==> src/rtl/wfs_fifo_pkg.sv <==
package wfs_fifo_pkg;
  // One cycle's worth of queue operations, as decided by the controller.
  typedef struct packed {
    logic clr;   // flush everything
    logic push;  // a word enters the storage
    logic pop;   // the head word leaves
  } fifo_op_t;
endpackage

==> src/rtl/wfs_fifo_mem.sv <==
module wfs_fifo_mem #(
  parameter int DEPTH = 16,
  parameter int WIDTH = 32,
  localparam int AW = $clog2(DEPTH)
) (
  input  logic             clk,
  input  logic             we,
  input  logic [AW-1:0]    waddr,
  input  logic [WIDTH-1:0] wdata,
  input  logic [AW-1:0]    raddr,
  output logic [WIDTH-1:0] rdata
);
  logic [WIDTH-1:0] store [DEPTH];

  always_ff @(posedge clk) begin
    if (we) store[waddr] <= wdata;
  end

  assign rdata = store[raddr];
endmodule

==> src/rtl/wfs_fifo_ctrl.sv <==
module wfs_fifo_ctrl
  import wfs_fifo_pkg::*;
#(
  parameter int DEPTH = 16,
  localparam int AW = $clog2(DEPTH),
  localparam int CW = AW + 1
) (
  input  logic          clk,
  input  logic          rst_n,
  input  logic          in_strobe,
  input  logic          sync_pulse,
  input  logic          wfs_en,
  input  logic          clear,
  input  logic          out_rdy,
  output fifo_op_t      op,
  output logic [AW-1:0] wr_ptr,
  output logic [AW-1:0] rd_ptr,
  output logic [CW-1:0] count,
  output logic          overflow
);
  logic armed;
  logic gated, push_req, is_full, is_empty;

  assign is_full  = (count == CW'(DEPTH));
  assign is_empty = (count == '0);
  // a sync in the same cycle releases the strobe that comes with it
  assign gated    = wfs_en & armed & ~sync_pulse;
  assign push_req = in_strobe & ~gated;

  always_comb begin
    op.clr  = clear;
    op.pop  = ~clear & out_rdy & ~is_empty;
    op.push = ~clear & push_req & (~is_full | op.pop);
  end

  always_ff @(posedge clk) begin
    if (!rst_n) begin
      wr_ptr   <= '0;
      rd_ptr   <= '0;
      count    <= '0;
      overflow <= 1'b0;
      armed    <= 1'b1;
    end else if (op.clr) begin
      wr_ptr   <= '0;
      rd_ptr   <= '0;
      count    <= '0;
      overflow <= 1'b0;
      armed    <= 1'b1;
    end else begin
      if (sync_pulse) armed <= 1'b0;
      if (op.push) wr_ptr <= (wr_ptr == AW'(DEPTH - 1)) ? '0 : wr_ptr + 1'b1;
      if (op.pop)  rd_ptr <= (rd_ptr == AW'(DEPTH - 1)) ? '0 : rd_ptr + 1'b1;
      count <= count + CW'(op.push) - CW'(op.pop);
      if (push_req && is_full && !op.pop) overflow <= 1'b1;
    end
  end

  // the level never leaves its legal range
  a_r3_level_bound: assert property (@(posedge clk) disable iff (!rst_n)
    count <= CW'(DEPTH));

  // a write into a full buffer with no read marks overflow and keeps it full
  a_r4_overflow_sets: assert property (@(posedge clk) disable iff (!rst_n)
    (is_full && in_strobe && !gated && !out_rdy && !clear) |=> (overflow && is_full));

  // overflow is sticky until a clear
  a_r4_overflow_sticky: assert property (@(posedge clk) disable iff (!rst_n)
    (overflow && !clear) |=> overflow);

  // an armed buffer ignores strobes
  a_r7_armed_ignores: assert property (@(posedge clk) disable iff (!rst_n)
    (gated && !out_rdy && !clear) |=> (count == $past(count)));

  // a clear empties and resets overflow
  a_r9_clear_empties: assert property (@(posedge clk) disable iff (!rst_n)
    clear |=> (count == '0 && !overflow));
endmodule

==> src/rtl/wfs_fifo_irq.sv <==
module wfs_fifo_irq #(
  parameter int DEPTH = 16,
  localparam int CW = $clog2(DEPTH) + 1
) (
  input  logic          clk,
  input  logic          rst_n,
  input  logic [CW-1:0] count,
  input  logic [CW-1:0] thresh,
  output logic          irq
);
  logic [CW-1:0] eff;

  // out-of-range thresholds are pulled to the nearest legal value
  always_comb begin
    if (thresh == '0)                eff = CW'(1);
    else if (thresh > CW'(DEPTH))    eff = CW'(DEPTH);
    else                             eff = thresh;
  end

  assign irq = (count >= eff);

  // a full buffer always requests service
  a_r6_irq_when_full: assert property (@(posedge clk) disable iff (!rst_n)
    (count == CW'(DEPTH)) |-> irq);
endmodule

==> src/rtl/wfs_data_fifo.sv <==
module wfs_data_fifo
  import wfs_fifo_pkg::*;
#(
  parameter int DEPTH = 16,
  parameter int WIDTH = 32,
  localparam int AW = $clog2(DEPTH),
  localparam int CW = AW + 1,
  localparam int HALF = WIDTH / 2
) (
  input  logic             clk,
  input  logic             rst_n,
  input  logic [WIDTH-1:0] in_data,
  input  logic             in_strobe,
  input  logic             fmt16,
  input  logic             sync_pulse,
  input  logic             wfs_en,
  input  logic [CW-1:0]    irq_thresh,
  input  logic             clear,
  output logic [WIDTH-1:0] out_data,
  output logic             out_vld,
  input  logic             out_rdy,
  output logic [CW-1:0]    level,
  output logic             empty,
  output logic             full,
  output logic             overflow,
  output logic             irq
);
  fifo_op_t         op;
  logic [AW-1:0]    wr_ptr, rd_ptr;
  logic [WIDTH-1:0] wr_word;

  // narrow form keeps the lower half and extends its sign
  assign wr_word = fmt16 ? {{(WIDTH - HALF){in_data[HALF-1]}}, in_data[HALF-1:0]} : in_data;

  wfs_fifo_ctrl #(.DEPTH(DEPTH)) u_ctrl (
    .clk(clk), .rst_n(rst_n), .in_strobe(in_strobe), .sync_pulse(sync_pulse),
    .wfs_en(wfs_en), .clear(clear), .out_rdy(out_rdy), .op(op),
    .wr_ptr(wr_ptr), .rd_ptr(rd_ptr), .count(level), .overflow(overflow)
  );

  wfs_fifo_mem #(.DEPTH(DEPTH), .WIDTH(WIDTH)) u_mem (
    .clk(clk), .we(op.push), .waddr(wr_ptr), .wdata(wr_word),
    .raddr(rd_ptr), .rdata(out_data)
  );

  wfs_fifo_irq #(.DEPTH(DEPTH)) u_irq (
    .clk(clk), .rst_n(rst_n), .count(level), .thresh(irq_thresh), .irq(irq)
  );

  assign empty   = (level == '0);
  assign full    = (level == CW'(DEPTH));
  assign out_vld = ~empty;

  // an interrupt never stands on an empty buffer
  a_r6_irq_nonempty: assert property (@(posedge clk) disable iff (!rst_n)
    irq |-> !empty);

  // a stalled consumer sees a steady head word
  a_r12_head_hold: assert property (@(posedge clk) disable iff (!rst_n)
    (out_vld && !out_rdy && !clear) |=> (out_vld && $stable(out_data)));

  // full and empty never coincide
  a_r3_flags_exclusive: assert property (@(posedge clk) disable iff (!rst_n)
    !(full && empty));
endmodule

==> config.mk <==
export PLATFORM = sky130hd
export DESIGN_NAME = wfs_data_fifo
export DESIGN_NICKNAME = d
export VERILOG_FILES = /design/src/rtl/wfs_fifo_pkg.sv /design/src/rtl/wfs_fifo_mem.sv /design/src/rtl/wfs_fifo_ctrl.sv /design/src/rtl/wfs_fifo_irq.sv /design/src/rtl/wfs_data_fifo.sv
export SDC_FILE = /design/constraint.sdc
export NUM_CORES = 1
export LEC_CHECK = 0
export CORE_MARGIN = 8
export CORE_UTILIZATION = 60
export CTS_CLUSTER_SIZE = 12
export DETAILED_ROUTE_END_ITERATION = 6
export DONT_BUFFER_PORTS = 1
export PLACE_DENSITY = 0.76
export SYNTH_ARGS = -nofsm -noshare
export SYNTH_HDL_FRONTEND = slang
export SYNTH_SLANG_ARGS = --single-unit
==> constraint.sdc <==
create_clock -name clk -period 5.62 [get_ports clk]
set_input_delay 0.281 -clock clk [delete_from_list [all_inputs] [get_ports clk]]
set_output_delay 0.281 -clock clk [all_outputs]
set_load 0.02 [all_outputs]
==> metrics.md <==
| Metric | Value |
|---|---|
| Design area | 22800 sq um |
| Largest net degree at the start of global routing | 72 |
| Fillcell total | 2076 |
| CTS buffer count | 52 |
| Gr usage total | 20.9% |
| Post-synthesis sequential area ratio | 77.1% |
| Vias in the first global route | 10100 |
| Die Span X | 201 um |
| WS Path Type | reg -> out |
| Core ar. | 33500 sq um |
| Met2 wire length | 21800 um |
| Max layer used | met4 |
| Routed via count | 9685 |
| Initial cell density of the core | 60.9% |
| Fin. Hold Viols | 0 |
| Dpl hpwl | 23800 um |
| Worst-Skew Late Latency | 0.57 ns |
| Final wirelength | 42700 um |
| Drt first pass iters | 5 |
| Crit path time final | 3.50 ns |
| Dominant cell type by area after synthesis | edfxtp_1 |
| DP Cell Count | 1383 |
| Status | complete, no violations |
| Max H-tree Level | 2 |
| EDFF count, synth | 512 |
| Wire length per cell | 28.7 um |
| Setup crit start kind | flip-flop |
| Worst-margin pin slew | 1.28 ns |
| Pre-CTS setup slack | 2.33 ns |
| CP arrival | 3.22 ns |
| Total clock sinks | 531 |
| Synthesized flop and latch total | 531 |
| Leak pwr | 7.02 nW |
| Finished Layout Cells | 1485 |
| Count of maximum capacitance violations | 0 |
| Post CTS Setup Buffer Count | 0 |
| Multiplexer area fraction after synthesis | 14.3% |
| # hold bufs at CTS | 18 |
| Rows | 67 |
| Async set-reset flop share out of synthesis | 0% |
| Post-Syn Nets | 1027 |
| Compound-Gate Fraction of Synth Area | 3.37% |
| Post-synth cell types | 39 |
| Reg-to-reg endpoint | u_ctrl.count[4]$_SDFF_PP0_ |
| Hold crit path type | in -> reg |
| Die height | 201 um |
| Yosys top cell area share | 75.3% |
| RSZ-0062 raised after global routing | false |
| CTS tree | built |
| R2r setup slk | 2.31 ns |
| Clk buf depth | 3 |
| Die area | 40200 sq um |
| Post-Synth XOR/XNOR Area | 0.171% |
| IO Port Bufs | 0 |
| Routed Antenna Nets | 0 |
| Syn avg cell area | 21.2 sq um |
| DR vias/cell | 6.52 |
| Metal3 WL | 2990 um |
| Ports | 87 |
| # diodes | 0 |
| Count leader, synth | edfxtp_1 |
| Cell area after synthesis | 20400 sq um |
| Root Driver | clkbuf_16 |
| Setup TNS | 0 ns |
| Worst Setup EP | out_data[29] |
| Slew Limit Fails | 0 |
| Post-cts resize count | 0 |
| Grt total ovfl | 0 |
| Share of layout cells above drive strength 1 | 22.3% |
| FMAX | 286 MHz |
| Placed inst area | 21100 sq um |
| First-pass GRT wire length | 63700 um |
| Max-slew headroom | 14.2% |
| Metal1 wirelength | 16500 um |
| Synth top area cells | edfxtp_1 (75%), mux4_2 (14%), a22oi_1 (2.4%) |
| Largest family of logic cells by synthesized area | multiplexers |
| Main flop type after synthesis | edfxtp_1 |
| Worst VDD drop | 287 uV |
| Simple-gate portion of the synthesized area | 2.25% |
| Initial antenna violation count | 0 |
| Nets@finish | 1069 |
| Power Density | 343 nW/um^2 |
| DR DRC count | 0 |
| Tcrit/Tclk final | 62.2% |
| Worst reg-to-reg path cell count | 15 |
| CP Capture Type | output port |
| Clock Pin Slew Worst Setup and Hold Paths | 0.06 ns |
| Post-synth top cells | edfxtp_1 (512), mux4_2 (128), a22oi_1 (64), nand2_1 (40), inv_1 (33) |
| Yosys warning count | 0 |
| Synthesized instance count | 965 |
| Clock skew | 0.0148 ns |
| CP required | 5.34 ns |
| Final critical-path setup slack | 2.12 ns |
| CP Max Fanout | 44 |
| Worst r2r src | u_ctrl.count[3]$_SDFF_PP0_ |
| Final-report setup violation count | 0 |
| Detailed Route Iter0 Violations | 821 |
| Routability congestion estimate from global placement | 0.768 |
| Synth Area in Adders | 1.08% |
| Synth-to-Final Area Change | 11.4% |
[routing by layer]
layer | vias up | global-route usage [%]
li1 | 4070 | -
met2 | 439 | 35.5
met1 | 5085 | 27.2
met5 | - | 0
met3 | 91 | 3.78
met4 | 0 | 7.44
[kinds of logic (layout without fill, tap and decap cells)]
logic type                 Yosys count  after routing
DFF                                531            531
muxes                              131            131
AOI/OAI and AO/OA                  102            102
and+or+nand+nor                     97             97
buffers and inverters               83            155
adders and majority gates           17             17
xor gates and xnor gates             4              4
[sequential cells by signal, indices dropped and copies added, names as in the netlist, named ones only]
signal	cells
u_ctrl.rd_ptr	4
u_ctrl.overflow	1
u_ctrl.armed	1
u_ctrl.count	5
u_mem.store	512
u_ctrl.wr_ptr	4
[worst max-delay path, stage by stage (launching register included)]
cell and delay [ns]:
dfxtp_4 0.96, buf_12 0.40, mux4_2 0.61, a22oi_1 0.38, nand2_1 0.27
[cells in the final DEF (no fill, tap or decap), drive strengths merged, types with 2 or more instances in the layout]
| master | netlist | routed |
|---|---|---|
| edfxtp | 512 | 512 |
| mux4 | 128 | 128 |
| clkbuf | 29 | 75 |
| a22oi | 64 | 64 |
| nand2 | 40 | 40 |
| inv | 33 | 35 |
| nor2 | 25 | 25 |
| o21ai | 22 | 22 |
| buf | 21 | 20 |
| dfxtp | 19 | 19 |
| dlygate4sd3 | 0 | 18 |
| ha | 16 | 16 |
| a21oi | 9 | 9 |
| nand2b | 7 | 7 |
| clkinv | 0 | 7 |
| nor4 | 4 | 4 |
| or3 | 3 | 3 |
| a21o | 3 | 3 |
| mux2i | 3 | 3 |
| nor2b | 3 | 3 |
| and2 | 3 | 3 |
| nor3 | 2 | 2 |
| nand4bb | 2 | 2 |
| a31oi | 2 | 2 |
| xnor2 | 2 | 2 |
| xor2 | 2 | 2 |
| nand3 | 2 | 2 |
| or2 | 2 | 2 |
[final cells by class]
cell class | instances | area, sq um | area share, %
Inverter | 33 | 124 | 0.544
Sequential cell | 531 | 15800 | 69.3
Clock inverter | 9 | 71.3 | 0.313
Timing Repair Buffer | 38 | 368 | 1.62
Tap cell | 448 | 561 | 2.46
Multi-Input combinational cell | 351 | 4460 | 19.6
Clock buffer | 75 | 1410 | 6.19
[report_power, final]
group	internal [W]	leakage, nW	total [W]	switching, W
sequential	0.00438	4.77	0.00440	0.0000214
clock	0.00173	0.719	0.00312	0.00138
combinational	0.0000981	1.53	0.000293	0.000195
[worst min-delay path by stage]
stage / depth (start not counted) / end / startpoint
after floorplan: 0 / u_mem.store[0][0]$_DFFE_PP_ / in_data[0]
after global placement: 0 / u_mem.store[9][6]$_DFFE_PP_ / in_data[6]
after detailed placement: 0 / u_mem.store[10][2]$_DFFE_PP_ / in_data[2]
after CTS: 3 / u_ctrl.overflow$_SDFFE_PP0P_ / wfs_en
after global routing: 3 / u_ctrl.overflow$_SDFFE_PP0P_ / wfs_en
final: 3 / u_ctrl.overflow$_SDFFE_PP0P_ / wfs_en
[stage by stage]
step	util, %	power (W)	hold slack, ns
finish	67.8	0.00781	0.0410
global route	67.8	0.00801	0.0807
CTS	67.8	0.00784	0.0173
detailed placement	62.9	0.00474	0.381
global placement	62.9	0.00473	0.381
floorplan	-	0.00467	0.380
Note: power is estimated with default switching activity, not from simulation.
